$ cat src/rtl/i2c_rd_pkg.sv
package i2c_rd_pkg;

  typedef enum logic [2:0] {
    ST_IDLE,
    ST_ADDR,
    ST_AACK,
    ST_HOLD,
    ST_TX,
    ST_TACK
  } eng_state_t;

  // Address byte hits when the upper seven bits match and the direction bit asks for a read.
  function automatic logic addr_hit(input logic [7:0] rx_byte, input logic [6:0] own);
    return (rx_byte[7:1] == own) && rx_byte[0];
  endfunction

endpackage

$ cat src/rtl/i2c_line_sync.sv
module i2c_line_sync #(
  parameter int STAGES = 2
) (
  input  logic clk,
  input  logic rst_n,
  input  logic line_i,
  output logic line_s,
  output logic rise,
  output logic fall
);
  logic [STAGES-1:0] chain_q;
  logic              prev_q;

  always_ff @(posedge clk or negedge rst_n) begin
    if (!rst_n) begin
      chain_q <= '1;
      prev_q  <= 1'b1;
    end else begin
      chain_q <= {chain_q[STAGES-2:0], line_i};
      prev_q  <= chain_q[STAGES-1];
    end
  end

  assign line_s = chain_q[STAGES-1];
  assign rise   = line_s & ~prev_q;
  assign fall   = ~line_s & prev_q;

endmodule

$ cat src/rtl/i2c_bus_cond.sv
module i2c_bus_cond (
  input  logic clk,
  input  logic rst_n,
  input  logic scl_s,
  input  logic scl_rise,
  input  logic sda_rise,
  input  logic sda_fall,
  output logic start_ev,
  output logic stop_ev
);
  logic scl_steady_hi;

  // SCL high on this sample and the previous one (a fresh rise does not count).
  assign scl_steady_hi = scl_s & ~scl_rise;
  assign start_ev      = scl_steady_hi & sda_fall;
  assign stop_ev       = scl_steady_hi & sda_rise;

  // a bus condition is only seen with SCL high on two samples
  a_r2_cond_scl_high: assert property (@(posedge clk) disable iff (!rst_n)
    (start_ev || stop_ev) |-> (scl_s && $past(scl_s)));

endmodule

$ cat src/rtl/i2c_tx_shifter.sv
module i2c_tx_shifter #(
  parameter int W = 8
) (
  input  logic         clk,
  input  logic         rst_n,
  input  logic         load,
  input  logic [W-1:0] load_data,
  input  logic         shift,
  output logic         msb
);
  logic [W-1:0] sh_q;

  always_ff @(posedge clk or negedge rst_n) begin
    if (!rst_n)     sh_q <= '1;
    else if (load)  sh_q <= load_data;
    else if (shift) sh_q <= {sh_q[W-2:0], 1'b0};
  end

  assign msb = sh_q[W-1];

  // a buffer write puts the top data bit on the shifter output
  a_r7_load_msb: assert property (@(posedge clk) disable iff (!rst_n)
    load |=> (msb == $past(load_data[W-1])));

endmodule

$ cat src/rtl/i2c_rd_slave.sv
module i2c_rd_slave
  import i2c_rd_pkg::*;
#(
  parameter int SYNC_STAGES = 2,
  parameter int DATA_W      = 8
) (
  input  logic              clk,
  input  logic              rst_n,
  input  logic [6:0]        own_addr,
  input  logic              scl_i,
  input  logic              sda_i,
  output logic              scl_drive_low,
  output logic              sda_drive_low,
  input  logic              buf_wr,
  input  logic [DATA_W-1:0] buf_wdata,
  input  logic              rel_set,
  input  logic              irq_clr,
  output logic [DATA_W-1:0] buf_rdata,
  output logic              rw_flag,
  output logic              buf_full,
  output logic              irq_flag
);
  localparam int CNT_W = $clog2(DATA_W + 1);
  localparam logic [CNT_W-1:0] LAST_BIT = CNT_W'(DATA_W - 1);
  localparam logic [CNT_W-1:0] FULL_CNT = CNT_W'(DATA_W);

  logic scl_s, scl_rise, scl_fall;
  logic sda_s, sda_rise, sda_fall;
  logic start_ev, stop_ev;
  logic tx_msb, tx_load, tx_shift, irq_set, rel_ok;

  eng_state_t        state_q;
  logic [CNT_W-1:0]  cnt_q;
  logic [DATA_W-1:0] rx_q, buf_q;
  logic              ack_q, full_q, rw_q, irq_q;

  i2c_line_sync #(.STAGES(SYNC_STAGES)) u_scl_sync (
    .clk(clk), .rst_n(rst_n), .line_i(scl_i),
    .line_s(scl_s), .rise(scl_rise), .fall(scl_fall));

  i2c_line_sync #(.STAGES(SYNC_STAGES)) u_sda_sync (
    .clk(clk), .rst_n(rst_n), .line_i(sda_i),
    .line_s(sda_s), .rise(sda_rise), .fall(sda_fall));

  i2c_bus_cond u_cond (
    .clk(clk), .rst_n(rst_n), .scl_s(scl_s), .scl_rise(scl_rise),
    .sda_rise(sda_rise), .sda_fall(sda_fall),
    .start_ev(start_ev), .stop_ev(stop_ev));

  assign tx_load  = buf_wr && (state_q == ST_HOLD);
  assign tx_shift = (state_q == ST_TX) && scl_fall && (cnt_q != LAST_BIT);
  assign irq_set  = scl_fall && ((state_q == ST_AACK) || (state_q == ST_TACK));
  assign rel_ok   = rel_set && full_q;

  i2c_tx_shifter #(.W(DATA_W)) u_tx (
    .clk(clk), .rst_n(rst_n), .load(tx_load), .load_data(buf_wdata),
    .shift(tx_shift), .msb(tx_msb));

  always_ff @(posedge clk or negedge rst_n) begin
    if (!rst_n) begin
      state_q <= ST_IDLE;
      cnt_q   <= '0;
      rx_q    <= '0;
      buf_q   <= '0;
      ack_q   <= 1'b1;
      full_q  <= 1'b0;
      rw_q    <= 1'b0;
      irq_q   <= 1'b0;
    end else begin
      if (irq_set)      irq_q <= 1'b1;
      else if (irq_clr) irq_q <= 1'b0;

      if (tx_load) begin
        buf_q  <= buf_wdata;
        full_q <= 1'b1;
      end

      if (start_ev) begin
        state_q <= ST_ADDR;
        cnt_q   <= '0;
        rw_q    <= 1'b0;
        full_q  <= 1'b0;
      end else if (stop_ev) begin
        state_q <= ST_IDLE;
        rw_q    <= 1'b0;
        full_q  <= 1'b0;
      end else begin
        unique case (state_q)
          ST_IDLE: ;
          ST_ADDR: begin
            if (scl_rise) begin
              rx_q  <= {rx_q[DATA_W-2:0], sda_s};
              cnt_q <= cnt_q + 1'b1;
            end else if (scl_fall && (cnt_q == FULL_CNT)) begin
              cnt_q <= '0;
              if (addr_hit(rx_q, own_addr)) begin
                state_q <= ST_AACK;
                buf_q   <= rx_q;
                rw_q    <= 1'b1;
              end else begin
                state_q <= ST_IDLE;
              end
            end
          end
          ST_AACK: if (scl_fall) state_q <= ST_HOLD;
          ST_HOLD: begin
            if (rel_ok) begin
              state_q <= ST_TX;
              cnt_q   <= '0;
            end
          end
          ST_TX: begin
            if (scl_fall) begin
              if (cnt_q == LAST_BIT) begin
                state_q <= ST_TACK;
                full_q  <= 1'b0;
              end else begin
                cnt_q <= cnt_q + 1'b1;
              end
            end
          end
          ST_TACK: begin
            if (scl_rise) ack_q <= sda_s;
            else if (scl_fall) begin
              if (ack_q) begin
                state_q <= ST_IDLE;
                rw_q    <= 1'b0;
                full_q  <= 1'b0;
              end else begin
                state_q <= ST_HOLD;
              end
            end
          end
          default: state_q <= ST_IDLE;
        endcase
      end
    end
  end

  assign scl_drive_low = (state_q == ST_HOLD);
  assign sda_drive_low = (state_q == ST_AACK) || ((state_q == ST_TX) && !tx_msb);
  assign buf_rdata     = buf_q;
  assign rw_flag       = rw_q;
  assign buf_full      = full_q;
  assign irq_flag      = irq_q;

  // SDA only moves while SCL is low, unless a bus condition aborted the transfer
  a_r9_sda_moves_scl_low: assert property (@(posedge clk) disable iff (!rst_n)
    !$stable(sda_drive_low) |-> (!scl_s || $past(start_ev || stop_ev)));

  // the interrupt only rises on a falling SCL edge
  a_r8_irq_on_fall: assert property (@(posedge clk) disable iff (!rst_n)
    $rose(irq_flag) |-> $past(scl_fall));

  // the stretch persists until a qualified release
  a_r6_hold_kept: assert property (@(posedge clk) disable iff (!rst_n)
    (scl_drive_low && !(rel_set && buf_full)) |=> scl_drive_low);

  // buf_full only rises after a buffer write
  a_r7_full_from_write: assert property (@(posedge clk) disable iff (!rst_n)
    $rose(buf_full) |-> $past(buf_wr));

  // a matched read records a read direction in the buffer
  a_r4_rw_on_match: assert property (@(posedge clk) disable iff (!rst_n)
    $rose(rw_flag) |-> ($past(scl_fall) && buf_rdata[0]));

  // acknowledged byte leads to a new stretch
  a_r10_ack_holds: assert property (@(posedge clk) disable iff (!rst_n)
    ((state_q == ST_TACK) && scl_fall && !ack_q) |=> scl_drive_low);

  // not-acknowledged byte frees SCL and the status
  a_r11_nack_frees: assert property (@(posedge clk) disable iff (!rst_n)
    ((state_q == ST_TACK) && scl_fall && ack_q) |=> (!scl_drive_low && !rw_flag && !buf_full));

endmodule

$ cat config.mk
export PLATFORM = sky130hd
export DESIGN_NAME = i2c_rd_slave
export DESIGN_NICKNAME = d
export VERILOG_FILES = /design/src/rtl/i2c_rd_pkg.sv /design/src/rtl/i2c_line_sync.sv /design/src/rtl/i2c_bus_cond.sv /design/src/rtl/i2c_tx_shifter.sv /design/src/rtl/i2c_rd_slave.sv
export SDC_FILE = /design/constraint.sdc
export NUM_CORES = 1
export LEC_CHECK = 0
export BUFFER_PORTS_ARGS = -buffer_cell sky130_fd_sc_hd__buf_2
export CAP_MARGIN = 20
export CORE_ASPECT_RATIO = 1.5
export CORE_MARGIN = 8
export CORE_UTILIZATION = 51
export CTS_CLUSTER_DIAMETER = 120
export CTS_CLUSTER_SIZE = 10
export DETAILED_ROUTE_END_ITERATION = 10
export GPL_TIMING_DRIVEN = 1
export PLACE_DENSITY_LB_ADDON = 0.12
export SLEW_MARGIN = 15
export SYNTH_ARGS = -nofsm -noshare
export SYNTH_HDL_FRONTEND = slang
export SYNTH_SLANG_ARGS = --single-unit
$ cat constraint.sdc
create_clock -name clk -period 1.7 [get_ports clk]
set_input_delay 0.255 -clock clk [delete_from_list [all_inputs] [get_ports clk]]
set_output_delay 0.255 -clock clk [all_outputs]
set_load 0.005 [all_outputs]
==> reports/metrics.json <==
{
  "timing.critical_path.cells": "ha_2 > and3b_2 > or4_4 > a311oi_4 > o211ai_1",
  "place.port_buffers": 34,
  "clock_tree.htree_level_count": 2,
  "grt_start_max_net_pins": 25,
  "cp.required_ns": 1.88,
  "cts_inserted_buffers": 5,
  "chipHeight_um": 96.62,
  "worst-setup-path-type": "register to register",
  "synthDominantAreaCellType": "sky130_fd_sc_hd__dfrtp_1",
  "clock_insertion_delay_at_the_later_pin_of_the_skew_report_ns": 0.30,
  "timing.clock.skew_ns": 0.007683,
  "seqCellArea_sq_mm": 0.001045,
  "worstSetupEndpointType": "register",
  "synth_edf_count": 0,
  "gp_routability_congestion": 0.9117,
  "timing.critical_path.fanout_max": 4,
  "cts-root-to-sink-buffers": 2,
  "report.final.slew_viol_count": 0,
  "timing.slew.headroom_pct": 67.25,
  "power_per_cell_area_mw_per_mm2": 773.5,
  "critical_path.startpoint_type": "register",
  "hold_path_class": "input port to register",
  "drc": 0,
  "cts_tree": "built",
  "firstDrtPassIters": 4,
  "ys_ff_latch": 41,
  "synthesis.nets": 236,
  "worst-slew-pin-transition_ns": 0.4912,
  "fp.dieArea_sq_mm": 0.006738,
  "ys_dominant_reg_cell": "sky130_fd_sc_hd__dfrtp_1",
  "drv.max_cap_violation_count": 0,
  "setup_viol_count_final": 15,
  "vias": 1886,
  "gate_count_after_technology_mapping": 212,
  "sequential_element_share_of_the_synthesized_area_pct": 47.28,
  "failed_checks": "setup timing",
  "avgViaCountPerCell": 5.630,
  "placeable_core_region_sq_mm": 0.004209,
  "yosysUniqueCellTypes": 51,
  "count_of_boundary_i_o_pins": 35,
  "antenna_violations_before_repair": 0,
  "critical_path.max_stage_delay_ns": 0.46,
  "setup_repair_after_global_routing_missed_its_margin": "true",
  "global_route_wire_length_before_repair_um": 9466,
  "drive_gt1_share_pct": 49.13,
  "multi_input_area_sq_mm": 0.001152,
  "std_cell_rows": 29,
  "portion_of_total_power_attributed_to_the_clock_network_pct": 27.6,
  "number_of_nets_at_the_end_of_the_flow": 312,
  "post_synth.cell_area_avg_sq_um": 10.42,
  "cts.sinks": 41,
  "final_setup_slack_of_the_worst_path_ns": -0.1446,
  "gr-usage-all-layers_pct": 16.97,
  "clock.fmax_ghz": 0.5421,
  "synth_area_leaders": "sky130_fd_sc_hd__dfrtp_1 (29%), sky130_fd_sc_hd__dfstp_2 (18%), sky130_fd_sc_hd__mux2_2 (7.6%)",
  "final-instance-count-excl-fill": 335,
  "gr-total-overflow": 0,
  "p_comb_share_pct": 21.3,
  "route.detailed.wl_per_inst_um": 16.61,
  "wirelength_um": 5565,
  "dp_cells": 323,
  "leakagePower_nw": 1.355,
  "min_period_ns": 1.845,
  "worst-endpoint-arrival_ns": 2.02,
  "layout-area-overhead-vs-synth_pct": 32.84,
  "synth_async_sr_flop_share_pct": 100.0,
  "filler_cell_count": 345,
  "residual_antenna_violating_net_count_after_detailed_routing": 0,
  "final_hold_violation_count": 0,
  "post-dp-hpwl_um": 4274,
  "p_int_mw": 1.630,
  "n_antenna_cell": 0,
  "power_switching_uw": 640.2,
  "timing.final.crit_share_pct": 108.5,
  "vdd_drop_max_mv": 0.8349,
  "outcome": "complete, but fails checks",
  "final_core_util_pct": 69.74,
  "yosysWarnings": 0,
  "root_buffer": "sky130_fd_sc_hd__clkbuf_8",
  "clock_pin_slew_of_the_registers_on_the_worst_case_setup_and_hold_paths_ns": 0.08,
  "fp.dieW_um": 69.75,
  "number_of_global_route_vias_before_repair": 2061,
  "pwr-share-seq_pct": 51.1,
  "crit_path_top_delay_cell": "sky130_fd_sc_hd__or4_4",
  "netlist.area_leader.share_pct": 29.45,
  "power.switching_fraction_pct": 28.20,
  "syn_area_sq_mm": 0.002210,
  "drtIter0Drc": 84,
  "initial_util_pct": 52.50
}
-- final cells by class --
cell class	count	area share, %
Clock buffer	5	2.344
Clock inverter	3	0.5968
Inverter	16	2.046
Multi-Input combinational cell	147	39.26
Sequential cell	41	35.59
Tap cell	46	1.961
Timing Repair Buffer	77	18.20
-- placed cells by master, fill, tap and decap left out, types with 2 or more instances in the layout --
cell                        n
sky130_fd_sc_hd__o21ai_0   15
sky130_fd_sc_hd__buf_6      5
sky130_fd_sc_hd__mux2i_1    6
sky130_fd_sc_hd__inv_2      3
sky130_fd_sc_hd__nor3_1     2
sky130_fd_sc_hd__nor2b_1    3
sky130_fd_sc_hd__o21ai_1    7
sky130_fd_sc_hd__inv_1     13
sky130_fd_sc_hd__nand2b_1   2
sky130_fd_sc_hd__and2_1     2
sky130_fd_sc_hd__and3b_2    2
sky130_fd_sc_hd__dfrtp_1   26
sky130_fd_sc_hd__nand3_1   12
sky130_fd_sc_hd__buf_2     34
sky130_fd_sc_hd__a21oi_1    7
sky130_fd_sc_hd__buf_4     35
sky130_fd_sc_hd__nand3b_1   2
sky130_fd_sc_hd__xnor2_1    4
sky130_fd_sc_hd__mux2_2    15
sky130_fd_sc_hd__clkbuf_8   5
sky130_fd_sc_hd__dfstp_2   15
sky130_fd_sc_hd__nor3_2     2
sky130_fd_sc_hd__xor2_1     3
sky130_fd_sc_hd__o211ai_1   2
sky130_fd_sc_hd__clkinv_2   2
sky130_fd_sc_hd__nand2_1   17
sky130_fd_sc_hd__nor2_1     8
sky130_fd_sc_hd__a211oi_1   2
-- cells in the mapped netlist (all sizes together), types with 2 or more instances --
library cell   n
nor4           2
nand4          2
nand3         13
a311oi         2
clkbuf         4
a211oi         3
mux2          15
nand2b         2
o211ai         2
and2           3
inv           16
a21oi          7
o22ai          2
nor3b          2
nor2b          4
mux2i          7
dfstp         15
nor3           4
ha             2
nand2         18
xor2           3
a32oi          2
o21ai         22
buf            4
nor2           8
nand3b         3
xnor2          5
dfrtp         26
and3b          3
-- kinds of logic after synthesis --
group                      Yosys count  synth area share [%]
xor gates and xnor gates             8                 3.171
muxes                               22                 10.82
and+or+nand+nor                     71                 19.08
DFF                                 41                 47.28
AOI/OAI and AO/OA                   44                 13.53
buffers and inverters               24                 4.983
adders and majority gates            2                 1.132
-- per-layer routing --
metal / routed length (um) / track usage, %
met5: 0 / 0
met4: 231 / 9.161
met3: 231 / 3.681
met2: 2899 / 30.77
met1: 2204 / 17.45
-- registers in the layout, summed over array words and instances (netlist names) --
register            count
buf_rdata               8
rx_q                    8
u_tx.sh_q               8
cnt_q                   4
state_q                 3
u_scl_sync.chain_q      2
u_sda_sync.chain_q      2
ack_q                   1
buf_full                1
irq_flag                1
rw_flag                 1
u_scl_sync.prev_q       1
u_sda_sync.prev_q       1
-- metrics by stage --
step                power (mW)  setup WS (ns)  hold WS [ns]  TNS, ns  instance area [sq um]
finish                   2.271        -0.1446       0.04858   -1.382                   2935
global route             2.389        -0.2321       0.04331   -2.457                   2935
CTS                      2.255        -0.1409       0.04036   -1.346                   2861
detailed placement       1.588        -0.1591        0.2460   -2.040                   2696
global placement         1.584        -0.1289        0.2412   -1.570                   2696
floorplan                1.371        -0.1567      -0.04059   -1.201                   2213
-- worst max-delay path, delay by kind of cell (launching register included) --
kind / cells / cell delay, ns
adders and majority gates: 1 / 0.18
AOI/OAI and AO/OA: 2 / 0.48
and+or+nand+nor: 2 / 0.67
DFF: 1 / 0.39
-- timing repair --
action / CTS / global route
hold buffers: 1 / 0
pin swaps: 8 / 10
hold endpoints to repair: 9 / 0
resized for setup: 13 / 20
setup buffers: 2 / 1
cloned: 0 / 0
setup endpoints to repair: 27 / 21
-- power groups by stage --
stage | sequential, mW | clock [mW] | combinational, mW
after floorplan | 1.17 | 0 | 0.197
after global placement | 1.17 | 0 | 0.410
after detailed placement | 1.18 | 0 | 0.411
after CTS | 1.16 | 0.648 | 0.450
after global routing | 1.17 | 0.681 | 0.538
final | 1.16 | 0.626 | 0.484
-- worst paths after layout --
check | cells past startpoint | to | start | slack, ns
setup / recovery | 5 | cnt_q[3] | cnt_q[0] | -0.14
hold / removal | 1 | u_scl_sync.chain_q[0] | scl_i | 0.05
setup reg to reg | 5 | cnt_q[3] | cnt_q[0] | -0.14
hold reg to reg | 0 | u_sda_sync.chain_q[1] | u_sda_sync.chain_q[0] | 0.36
max in group asynchronous | 3 | u_sda_sync.chain_q[0] | rst_n | 0.62
min in group asynchronous | 2 | cnt_q[3] | rst_n | 0.45
Note: power is estimated with default switching activity, not from simulation.
